===== src/rtl/spi_byte_pkg.sv =====
package spi_byte_pkg;
    // Positions fixed by the software contract of the control word
    localparam int CTRL_W    = 32;
    localparam int GO_POS    = 1;   // write: go, read: busy
    localparam int LOOP_POS  = 3;
    localparam int CS_STRIDE = 2;   // chip select n at bit CS_STRIDE*n

    typedef enum logic {
        WORD_CTRL = 1'b0,
        WORD_DATA = 1'b1
    } word_sel_e;
endpackage


===== src/rtl/spi_byte_regs.sv =====
module spi_byte_regs
    import spi_byte_pkg::*;
#(
    parameter int DATA_W = 8,
    parameter int DIV_W  = 5,
    parameter int NUM_CS = 3
) (
    input  logic              clk,
    input  logic              rst_n,
    input  logic              wr_en,
    input  word_sel_e         word_sel,
    input  logic [CTRL_W-1:0] wdata,
    input  logic              busy,
    input  logic [DATA_W-1:0] rx_byte,
    output logic              start,
    output logic [NUM_CS-1:0] cs,
    output logic              loop_en,
    output logic [DIV_W-1:0]  div,
    output logic [DATA_W-1:0] tx_byte,
    output logic [CTRL_W-1:0] rdata
);
    localparam int DIV_LSB = CTRL_W - DIV_W;

    typedef struct packed {
        logic [NUM_CS-1:0] cs;
        logic              loop_en;
        logic [DIV_W-1:0]  div;
        logic [DATA_W-1:0] tx;
    } regs_t;

    regs_t s_d, s_q;
    logic  ctrl_wr, data_wr;
    logic [CTRL_W-1:0] ctrl_rd;

    always_comb begin
        ctrl_wr = wr_en && (word_sel == WORD_CTRL);
        data_wr = wr_en && (word_sel == WORD_DATA);
        s_d     = s_q;
        if (ctrl_wr) begin
            for (int i = 0; i < NUM_CS; i++) begin
                s_d.cs[i] = wdata[CS_STRIDE*i];
            end
            if (!busy) begin
                s_d.loop_en = wdata[LOOP_POS];
                s_d.div     = wdata[DIV_LSB +: DIV_W];
            end
        end
        if (data_wr && !busy) begin
            s_d.tx = wdata[DATA_W-1:0];
        end
        start = ctrl_wr && wdata[GO_POS] && !busy;
    end

    always_ff @(posedge clk or negedge rst_n) begin
        if (!rst_n) begin
            s_q         <= '0;
            s_q.cs      <= '1;
        end else begin
            s_q <= s_d;
        end
    end

    always_comb begin
        ctrl_rd = '0;
        for (int i = 0; i < NUM_CS; i++) begin
            ctrl_rd[CS_STRIDE*i] = s_q.cs[i];
        end
        ctrl_rd[GO_POS]                = busy;
        ctrl_rd[LOOP_POS]              = s_q.loop_en;
        ctrl_rd[DIV_LSB +: DIV_W]      = s_q.div;
        rdata = (word_sel == WORD_DATA) ? CTRL_W'(rx_byte) : ctrl_rd;
    end

    assign cs      = s_q.cs;
    assign loop_en = s_q.loop_en;
    assign div     = s_q.div;
    assign tx_byte = s_q.tx;
endmodule


===== src/rtl/spi_byte_clkdiv.sv =====
module spi_byte_clkdiv #(
    parameter int DIV_W = 5
) (
    input  logic             clk,
    input  logic             rst_n,
    input  logic             run,
    input  logic [DIV_W-1:0] div,
    output logic             tick
);
    logic [DIV_W-1:0] cnt_d, cnt_q;

    always_comb begin
        tick  = run && (cnt_q == div);
        cnt_d = (!run || tick) ? '0 : cnt_q + 1'b1;
    end

    always_ff @(posedge clk or negedge rst_n) begin
        if (!rst_n) cnt_q <= '0;
        else        cnt_q <= cnt_d;
    end
endmodule


===== src/rtl/spi_byte_shifter.sv =====
module spi_byte_shifter #(
    parameter int DATA_W = 8
) (
    input  logic              clk,
    input  logic              rst_n,
    input  logic              start,
    input  logic [DATA_W-1:0] tx_byte,
    input  logic              tick,
    input  logic              miso_in,
    output logic              busy,
    output logic              sck,
    output logic              mosi,
    output logic [DATA_W-1:0] rx_byte
);
    localparam int EDGES  = 2 * DATA_W;
    localparam int EDGE_W = $clog2(EDGES);
    localparam logic [EDGE_W-1:0] LAST_EDGE = EDGE_W'(EDGES - 1);

    typedef struct packed {
        logic              busy;
        logic              sck;
        logic [EDGE_W-1:0] edges;
        logic [DATA_W-1:0] sh;
        logic [DATA_W-1:0] rx;
    } eng_t;

    eng_t e_d, e_q;

    always_comb begin
        e_d = e_q;
        if (start) begin
            e_d.busy  = 1'b1;
            e_d.sck   = 1'b0;
            e_d.edges = '0;
            e_d.sh    = tx_byte;
        end else if (e_q.busy && tick) begin
            e_d.sck   = ~e_q.sck;
            e_d.edges = e_q.edges + 1'b1;
            if (!e_q.sck) begin
                // rising edge: sample
                e_d.rx = {e_q.rx[DATA_W-2:0], miso_in};
            end else begin
                // falling edge: advance output
                e_d.sh = {e_q.sh[DATA_W-2:0], 1'b0};
                if (e_q.edges == LAST_EDGE) begin
                    e_d.busy = 1'b0;
                end
            end
        end
    end

    always_ff @(posedge clk or negedge rst_n) begin
        if (!rst_n) e_q <= '0;
        else        e_q <= e_d;
    end

    assign busy    = e_q.busy;
    assign sck     = e_q.sck;
    assign mosi    = e_q.sh[DATA_W-1];
    assign rx_byte = e_q.rx;
endmodule


===== src/rtl/spi_byte_master.sv =====
module spi_byte_master
    import spi_byte_pkg::*;
#(
    parameter int DATA_W = 8,
    parameter int DIV_W  = 5,
    parameter int NUM_CS = 3,
    parameter int ADDR_W = 4
) (
    input  logic              clk,
    input  logic              rst_n,
    input  logic              bus_wr,
    input  logic [ADDR_W-1:0] bus_addr,
    input  logic [31:0]       bus_wdata,
    output logic [31:0]       bus_rdata,
    output logic              spi_sck,
    output logic              spi_mosi,
    input  logic              spi_miso,
    output logic [NUM_CS-1:0] spi_cs
);
    word_sel_e         sel;
    logic              start, busy, tick, loop_en, miso_int;
    logic [DIV_W-1:0]  div;
    logic [DATA_W-1:0] tx_byte, rx_byte;

    assign sel      = word_sel_e'(bus_addr[2]);
    assign miso_int = loop_en ? spi_mosi : spi_miso;

    spi_byte_regs #(.DATA_W(DATA_W), .DIV_W(DIV_W), .NUM_CS(NUM_CS)) u_regs (
        .clk(clk), .rst_n(rst_n), .wr_en(bus_wr), .word_sel(sel),
        .wdata(bus_wdata), .busy(busy), .rx_byte(rx_byte), .start(start),
        .cs(spi_cs), .loop_en(loop_en), .div(div), .tx_byte(tx_byte),
        .rdata(bus_rdata)
    );

    spi_byte_clkdiv #(.DIV_W(DIV_W)) u_div (
        .clk(clk), .rst_n(rst_n), .run(busy), .div(div), .tick(tick)
    );

    spi_byte_shifter #(.DATA_W(DATA_W)) u_eng (
        .clk(clk), .rst_n(rst_n), .start(start), .tx_byte(tx_byte),
        .tick(tick), .miso_in(miso_int), .busy(busy), .sck(spi_sck),
        .mosi(spi_mosi), .rx_byte(rx_byte)
    );
endmodule


===== config.mk =====
export PLATFORM = sky130hd
export DESIGN_NAME = spi_byte_master
export DESIGN_NICKNAME = d
export VERILOG_FILES = /design/src/rtl/spi_byte_pkg.sv /design/src/rtl/spi_byte_regs.sv /design/src/rtl/spi_byte_clkdiv.sv /design/src/rtl/spi_byte_shifter.sv /design/src/rtl/spi_byte_master.sv
export SDC_FILE = /design/constraint.sdc
export NUM_CORES = 1
export LEC_CHECK = 0
export BUFFER_PORTS_ARGS = -buffer_cell sky130_fd_sc_hd__buf_4
export CAP_MARGIN = 30
export CORE_MARGIN = 8
export CORE_UTILIZATION = 45
export CTS_CLUSTER_DIAMETER = 40
export DETAILED_ROUTE_END_ITERATION = 16
export PLACE_DENSITY = 0.77
export SETUP_SLACK_MARGIN = 0.4
export SLEW_MARGIN = 30
export SYNTH_ARGS = -nofsm -noshare
export SYNTH_HDL_FRONTEND = slang
export SYNTH_HIERARCHICAL = 1
export SYNTH_SLANG_ARGS = --single-unit

===== constraint.sdc =====
create_clock -name clk -period 4.7 [get_ports clk]
set_input_delay 0.94 -clock clk [delete_from_list [all_inputs] [get_ports clk]]
set_output_delay 0.94 -clock clk [all_outputs]
set_load 0.05 [all_outputs]

# --- After elaboration in Yosys (flattened, before gate mapping) ---
# Cells that the tools add are included.
classes:
  n_lt_le_gt_ge: 0
  n_bitwise: 4
  div_mod_pow: 0
  eq_ne: 2
  n_reduce_logical: 16
  add_sub_neg: 2
  n_mux: 9
  mul: 0
  n_shift: 0
ops:
  columns: ["cell", "count"]
  rows:
  - ["32-bit 2-to-1 mux", 1]
  - ["22-bit 2-to-1 mux", 1]
  - ["8-bit 2-to-1 mux", 2]
  - ["14-bit 2-to-1 mux", 1]
  - ["1-bit logical AND", 7]
  - ["3-bit AND reduction", 2]
  - ["2-bit nonzero test", 3]
  - ["5-bit by 1-bit adder with 5-bit output (second input constant)", 1]
  - ["5-bit == test", 1]
  - ["5-bit 2-to-1 mux", 1]
  - ["4-bit by 1-bit adder with 4-bit output (second input constant)", 1]
  - ["4-bit == test (second input constant)", 1]
  - ["1-bit NOT", 4]
  - ["2-bit AND reduction", 2]
  - ["1-bit 2-to-1 mux", 3]
  - ["1-bit zero test", 1]
  - ["1-bit logical OR", 1]
word_totals:
  input_bits: 40
  regBits: 44
  n_memories: 0
  rom_bits: 0
  wordCells: 43
  ramBits: 0
  latch_bits: 0

# --- Depth between registers and ports, before layout ---
# Gate-level depths: netlist (run 1).
depth:
  ltp_word: 6
  ltp_mapped: 7

# --- Hierarchy ---
# The synthesis (run 1) kept the hierarchy.
by_module_without_submodules:
  columns: ["mod", "seq_area_each_um2", "cells_per_inst", "n_inst", "area_per_inst_um2"]
  rows:
  - ["spi_byte_shifter", 550.5, 93, 1, 1011.0]
  - ["spi_byte_regs", 429.2, 73, 1, 933.4]
  - ["spi_byte_clkdiv", 125.1, 28, 1, 284.0]
  - ["spi_byte_master", 0.0, 1, 1, 15.0]

# --- Worst setup path after synthesis (run 1) ---
# No wires, ideal clock.
synth_timing:
  path_kind: "input port to output port"
  from: "input bus_addr[2]"
  to: "output bus_rdata[27]"
  required_time_ps: 3760
  setup_slack_ps: 1839
  path_stages: 3
  arrival_ps: 1921
  cell_sequence: "buf_6 > buf_2 > nor2b_1"
synth_between:
  elab_chain_len: 1
synth_rtl:
  columns: ["element", "line_no", "source"]
  rows:
  - ["start, declared", "spi_byte_master.sv:12", "input logic [ADDR_W-1:0] bus_addr,"]
  - ["32-bit 2-to-1 mux", "spi_byte_regs.sv:71", "rdata = (word_sel == WORD_DATA) ? CTRL_W'(rx_byte) : ctrl_rd;"]
  - ["end, declared", "spi_byte_master.sv:14", "output logic [31:0] bus_rdata,"]
# Every way passes these cells.

# --- Worst setup path after layout (run 1) ---
layout_timing:
  from: "input bus_addr[2]"
  to: "output bus_rdata[1]"
# The elaborated chain is that of the path after synthesis.

==> results of run 1 <==
## cell usage after synthesis (2+ instances only)
cell type,instances
buf_4,27
a21oi_1,16
nand2_1,10
o21ai_0,3
inv_1,2
buf_2,2
dfrtp_1,41
mux2_2,30
nand3_1,6
dfstp_2,3
ha_1,2
clkbuf_1,2
xor2_1,5
nor2_1,8
nor2b_1,12
xnor2_1,5
and2_1,4
## cell type report
class | instances | area [um^2] | share of cell area [%]
multi-input cells | 135 | 967 | 38.2
clock inverters | 2 | 35.0 | 1.38
flip-flops and latches | 44 | 1100 | 43.6
well taps | 67 | 83.8 | 3.31
repair buffers | 35 | 263 | 10.4
inverters | 2 | 7.51 | 0.296
clock buffers | 6 | 72.6 | 2.86
## power by group through the flow
stage          registers [W]  logic [W]  clock network, W
2_1_floorplan       0.000656   0.000407                 0
3_3_place_gp        0.000639   0.000520                 0
3_5_place_dp        0.000645   0.000534                 0
4_1_cts             0.000638   0.000538          0.000290
5_1_grt             0.000660   0.000574          0.000306
6_report            0.000637   0.000532          0.000282
## metal layers
metal | routed length, um | track usage, %
met1 | 1760 | 13.1
met2 | 1920 | 18.8
met3 | 274 | 3.59
met4 | 55 | 4.23
met5 | 0 | 0
## state kept, by name (all words and copies together) (netlist names)
register and flops:
u_div/cnt_q 5, u_eng/busy 1, u_eng/e_q 11, u_eng/mosi 1, u_eng/rx_byte 8, u_eng/sck 1, u_regs/cs 3, u_regs/div 5
u_regs/loop_en 1, u_regs/tx_byte 8
## final timing paths
check / startpoint / to / slack, ns / cells after the start
max in group asynchronous: rst_n / u_regs/cs[2]$_DFFE_PN1P_ / 3.69 / 1
min: u_eng/rx_byte[7]$_DFFE_PN0P_ / u_eng/rx_byte[7]$_DFFE_PN0P_ / 0.51 / 1
max: bus_addr[2] / bus_rdata[1] / 2.05 / 3
min in group asynchronous: rst_n / u_eng/rx_byte[4]$_DFFE_PN0P_ / 0.62 / 1
min reg2reg: u_eng/rx_byte[7]$_DFFE_PN0P_ / u_eng/rx_byte[7]$_DFFE_PN0P_ / 0.51 / 1
max reg2reg: u_div/cnt_q[2]$_DFF_PN0_ / u_eng/rx_byte[6]$_DFFE_PN0P_ / 2.18 / 6
## cell families after synthesis
kind of cell             after synthesis  share of synthesized area, %
AO/OA/AOI/OAI                         23                          5.69
flip-flops                            44                          49.2
multiplexers                          31                          15.7
XOR/XNOR                              10                          3.90
AND/OR/NAND/NOR                       50                          13.5
buffers and inverters                 34                          10.7
other                                  1                         0.167
adder cells (fa/ha/maj)                2                          1.12
## critical path, delay by kind of cell
kind | cells | cell delay [ns]
multiplexers | 1 | 0.37
buffers and inverters | 2 | 0.40
## per-stage QoR
step	hold WS (ns)	instances	cell area (um^2)	worst slack (ns)
after floorplan	0.448	213	2310	1.84
after global placement	0.459	283	2430	1.82
after detailed placement	0.469	283	2430	1.83
after CTS	0.509	291	2530	2.05
after global routing	0.534	291	2530	1.98
final	0.510	291	2530	2.05
==> metrics.txt, run 1 <==
run status finished, final reports clean; Post-Syn Area per Cell 11.5 um^2; max-cap violations 0; Design Power 0.00145 W; # fillers 458; final core utilization 53.3%; Post-synth EDFFs 0; post-synth top area share 45.7%; CTS Hold Bufs 0; total number of H-tree levels 2; number of buffers created by CTS 5; Worst-path clk slew 0.08 ns; CP required 3.76 ns; RSZ-0062 raised after global routing no; initial drt markers 42; Hold Path Class reg2reg; Rows 25; Chip Height 86.6 um; total negative slack 0 ns; DRT Pass-1 Iters 4; Tmin final 2.65 ns; Synth async-reset ratio 100%; YS warnings 6; fin crit share 56.4%; initial antenna violation count 0; core area 4750 um^2; Port Buffers 35; crit-path cells buf_4 -> mux2_2 -> buf_4; worst setup path class in2out; first-pass GRT wire length 6820 um; area leader, netlist dfrtp_1; worst skew pair latency 0.29 ns; Comb power frac 36.7%; IO Pins 77; clock power share 19.4%; Synth area leaders dfrtp_1, mux2_2, buf_4; n_diodes 0; sequential share of power 43.9%; Starting Density 47.2%; Final Max Slew Viols 0; via density per instance 4.72; sequential area share after synthesis 49.2%; Total GRT Usage 11.3%; Startpoint Class input pin; Root Driver clkbuf_8; most common cell after layout, fill and taps aside dfrtp_1; Fmax 0.377 GHz; share of post-route cells with drive strength above 1 37.5%; WP data arrival 1.71 ns; top_reg_cell synth dfrtp_1; TritonCTS Sinks 44; Chip Width 86.6 um; post-DP HPWL 2970 um; final RePlAce weighted congestion 0.717; clock buffer depth 2; Post-CTS Resized 0; ANT nets after route 0; Vias 1373; CP Capture Type output port; Worst path slowest cell mux2_2; number of cells produced by synthesis 195; vias in the first global route 1482; Slew HR 47.5%; Final Hold Viols 0; most frequent cells in the layout dfrtp_1, buf_4, mux2_2; Post-CTS Setup Inserts 0; total gr overflow 0; post-synthesis register bit count 44; skew final 0.00414 ns; post-synthesis cell area 2240 um^2; largest net degree at the start of global routing 45; post-synthesis cell type count 34; P_int 0.000898 W; routed wire length 4010 um; Nets 265; CTS tree done; maximum vdd drop 0.312 mV; final setup violating endpoints 0; DR WL/cell 13.8 um; worst slew pin tran 0.788 ns; Switching Fraction 38.1%; Layout area overhead 12.9%; Critical Path Fanout Max 16; P_sw 0.000554 W; die area 7500 um^2; Leak 1.19 nW; DRC 0; cell mode on critical path buf_4; power per cell area 573 nW/um^2; max incr delay on CP 0.37 ns
Note: power is estimated with default switching activity, not from simulation.
==> run 2: changes to the inputs <==
clock period = 2.7 ns   (was 4.7 ns; I/O delays follow)
==> metrics.txt, run 2 (synthesis gave the netlist of run 1 again) <==
Port Buffers 35; worst skew pair latency 0.29 ns; TritonCTS Sinks 44; Most flops, register u_eng/e_q; Rows 25; Vias 1386; run status finished, final reports clean; routed wire length 3990 um; DP Cell Count 285; total gr overflow 0; total number of H-tree levels 2; CP Capture Type register; Root Driver clkbuf_8; most common cell after layout, fill and taps aside dfrtp_1; Slew HR 63.4%; power per cell area 991 nW/um^2; RSZ-0062 raised after global routing no; vias in the first global route 1441; core area 4750 um^2; Critical Path Fanout Max 8; DRT Pass-1 Iters 4; Total GRT Usage 11.2%; Tmin final 2.11 ns; IO Pins 77; # fillers 435; share of post-route cells with drive strength above 1 37.6%; Hold Path Class in2async; CTS tree done; final hold slack 0.226 ns; n_diodes 0; post-DP HPWL 3000 um; Starting Density 47.2%; most frequent cells in the layout dfrtp_1, buf_4, mux2_2; max FFs per register 11; DR WL/cell 13.6 um; CTS Hold Bufs 0; Chip Width 86.6 um; DRC 0; Post-CTS Resized 0; Fmax 0.474 GHz; Startpoint Class register; total negative slack 0 ns; Final Max Slew Viols 0; Post-Layout Inst Area 2550 um^2; clock buffer depth 2; Final Hold Viols 0; fin crit share 78.1%; WP data arrival 2.29 ns; CP required 2.88 ns; first-pass GRT wire length 6790 um; DP Area 2440 um^2; worst slew pin tran 0.550 ns; via density per instance 4.73; worst setup path class reg2reg; final RePlAce weighted congestion 0.699; initial antenna violation count 0; die area 7500 um^2; maximum vdd drop 0.639 mV; fin cells 293; Layout area overhead 13.6%; Leak 1.20 nW; skew final 0.0110 ns; max-cap violations 0; ANT nets after route 0; Post-CTS Setup Inserts 0; final setup violating endpoints 0; Chip Height 86.6 um; initial drt markers 79; cell count of the worst reg-to-reg path 7; Worst-path clk slew 0.08 ns; number of buffers created by CTS 5; Nets 267; largest net degree at the start of global routing 45
==> run 2: cell count changes in the layout (fill, tap and decap cells not counted), sizes merged <==
cell,previous run,this run
buf,35,37
clkbuf,6,7
clkinv,1,0
==> run 2: layout make-up <==
| type | instances | area (um^2) | area share, % |
|---|---|---|---|
| repair buffers | 37 | 278 | 10.9 |
| clock buffers | 7 | 76.3 | 3.00 |
| inverters | 2 | 7.51 | 0.295 |
| flip-flops and latches | 44 | 1100 | 43.4 |
| clock inverters | 1 | 30.0 | 1.18 |
| multi-input cells | 135 | 967 | 38.0 |
| well taps | 67 | 83.8 | 3.29 |
==> run 2: per-stage QoR <==
step | util (%) | power [W] | setup slack, ns
2_1_floorplan | - | 0.00185 | 0.552
3_3_place_gp | 51.3 | 0.00203 | 0.551
3_5_place_dp | 51.3 | 0.00206 | 0.546
4_1_cts | 53.6 | 0.00255 | 0.572
5_1_grt | 53.6 | 0.00269 | 0.420
6_report | 53.6 | 0.00253 | 0.591
==> run 2: routing by layer <==
layer / track usage [%] / wire length (um) / vias to the layer above
met4: 3.76 / 46 / 0
met1: 13.4 / 1700 / 669
li1: - / - / 673
met2: 18.0 / 1920 / 39
met3: 4.44 / 322 / 5
met5: 0 / 0 / -
==> run 2: worst paths after layout <==
kind	to	slack, ns	from
worst max-delay path	u_eng/rx_byte[2]$_DFFE_PN0P_	0.59	u_div/cnt_q[2]$_DFF_PN0_
worst min-delay path	u_eng/rx_byte[4]$_DFFE_PN0P_	0.23	rst_n
worst max register to register	u_eng/rx_byte[2]$_DFFE_PN0P_	0.59	u_div/cnt_q[2]$_DFF_PN0_
worst min register to register	u_eng/e_q[8]$_DFFE_PN0P_	0.48	u_regs/tx_byte[0]$_DFFE_PN0P_
max in group asynchronous	u_regs/cs[2]$_DFFE_PN1P_	2.09	rst_n
min in group clk	u_regs/div[2]$_DFFE_PN0P_	0.48	bus_wdata[29]
==> run 2: where the power goes <==
group          leakage, nW  internal, W  switching [W]  total, W
Sequential           0.534     0.000904       0.000208   0.00111
Combinational        0.612     0.000389       0.000537  0.000926
Clock               0.0524     0.000277       0.000211  0.000488
Total                 1.20      0.00157       0.000956   0.00253
==> run 2: worst max-delay path, cell delays in order, from the launching register on <==
cell	delay, ns
dfrtp_1	0.43
xnor2_1	0.19
nand4_2	0.17
nor3b_1	0.21
buf_4	0.17
nand2_4	0.08
nor3_4	0.37
mux2_2	0.39
==> run 3: changes to the inputs <==
clock period = 2.14 ns   (was 2.7 ns; I/O delays follow)
==> metrics.txt, run 3 (synthesis gave the netlist of run 1 again) <==
CP required 2.33 ns; Port Buffers 35; post-DP HPWL 2980 um; first-pass GRT wire length 6960 um; number of buffers created by CTS 5; total gr overflow 0; Fmax 0.534 GHz; DRC 0; routed wire length 4360 um; DR WL/cell 14.2 um; initial antenna violation count 0; # fillers 395; DP Cell Count 288; TritonCTS Sinks 44; skew final 0.00307 ns; n_diodes 0; final hold slack 0.112 ns; R2R setup slack 0.27 ns; total number of H-tree levels 2; max-cap violations 0; WP data arrival 2.06 ns; worst slew pin tran 0.554 ns; Critical Path Fanout Max 3; clock buffer depth 2; most frequent cells in the layout buf_4, dfrtp_1, mux2_2; Root Driver clkbuf_8; Worst-path clk slew 0.08 ns; Starting Density 47.2%; Slew HR 63.1%; Leak 1.31 nW; Chip Width 86.6 um; die area 7500 um^2; final setup violating endpoints 0; IO Pins 77; share of post-route cells with drive strength above 1 50.0%; max FFs per register 11; power per cell area 1220 nW/um^2; Layout area overhead 24.1%; ANT nets after route 0; Nets 281; run status finished, final reports clean; largest net degree at the start of global routing 45; Tmin final 1.87 ns; Startpoint Class register; Hold Path Class in2async; worst setup path class reg2reg; initial drt markers 67; most common cell after layout, fill and taps aside buf_4; Final Hold Viols 0; final core utilization 58.6%; fin cells 307; Total GRT Usage 11.6%; DP Worst Slack 0.153 ns; total negative slack 0 ns; worst skew pair latency 0.29 ns; core area 4750 um^2; via density per instance 4.74; Final Max Slew Viols 0; fin crit share 87.5%; CP Capture Type register; Most flops, register u_eng/e_q; final RePlAce weighted congestion 0.719; Chip Height 86.6 um; RSZ-0062 raised after global routing yes; DRT Pass-1 Iters 4; Vias 1456; Rows 25; CTS tree done; Final WS setup 0.267 ns; vias in the first global route 1542; maximum vdd drop 0.734 mV
run 3: cell count changes in the layout (fill, tap and decap cells not counted), moves of 2 or more:
cell / previous run / this run
a21oi_1: 16 / 10
a21oi_2: 0 / 6
buf_12: 0 / 2
buf_4: 37 / 48
clkbuf_1: 2 / 0
clkinv_2: 0 / 2
mux2_2: 30 / 22
mux2_4: 1 / 9
nand3_1: 6 / 4
nand3_2: 0 / 2
nor2b_1: 12 / 7
nor2b_2: 0 / 5
xnor2_1: 5 / 2
xnor2_2: 0 / 3
run 3: worst paths after layout:
path / startpoint / to / cells after the start
worst max-delay path: u_regs/div[3]$_DFFE_PN0P_ / u_eng/busy$_DFFE_PN0P_ / 8
worst min-delay path: rst_n / u_eng/rx_byte[4]$_DFFE_PN0P_ / 1
worst max register to register: u_regs/div[3]$_DFFE_PN0P_ / u_eng/busy$_DFFE_PN0P_ / 8
worst min register to register: u_regs/tx_byte[0]$_DFFE_PN0P_ / u_eng/e_q[8]$_DFFE_PN0P_ / 2
max in group asynchronous: rst_n / u_div/cnt_q[0]$_DFF_PN0_ / 1
min in group clk: bus_wdata[29] / u_regs/div[2]$_DFFE_PN0P_ / 2
run 3: worst max-delay path: stages (launching register included):
cell,delay (ns)
dfrtp_1,0.43
xnor2_2,0.19
nand4_2,0.14
nor3b_4,0.27
buf_4,0.16
buf_6,0.08
and3_4,0.20
nand4_1,0.09
a21o_2,0.21
run 3: routing by layer:
metal	GRT usage [%]	vias to the layer above	share of wire (%)
met2	19.2	41	49
met1	12.9	713	43
met3	4.54	7	7.5
li1	-	695	-
met5	0	-	0
met4	4.54	0	1.3
run 3: area by class of cell:
cell class	instances	area, um^2	area share [%]
Sequential cell	44	1110	39.7
Clock buffer	6	82.6	2.97
Multi-Input combinational cell	135	1080	38.9
Timing Repair Buffer	51	412	14.8
Tap cell	67	83.8	3.01
Clock inverter	2	10.0	0.360
Inverter	2	7.51	0.270
run 3: through the flow:
step / total power [W] / area [um^2]
after floorplan: 0.00236 / 2340
after global placement: 0.00260 / 2500
after detailed placement: 0.00264 / 2500
after CTS: 0.00331 / 2730
after global routing: 0.00358 / 2780
final: 0.00339 / 2780
run 3: repair_timing:
| item | 4_1_cts | 5_1_grt |
|---|---|---|
| pin swaps | 14 | 3 |
| hold buffers | 0 | 0 |
| setup buffers | 7 | 4 |
| endpoints found under the setup margin | 18 | 22 |
| resized for setup | 17 | 6 |
run 3: power by group:
part	internal (W)	switching, W	total [W]
sequential	0.00114	0.000279	0.00142
clock	0.000258	0.000271	0.000529
combinational	0.000677	0.000763	0.00144
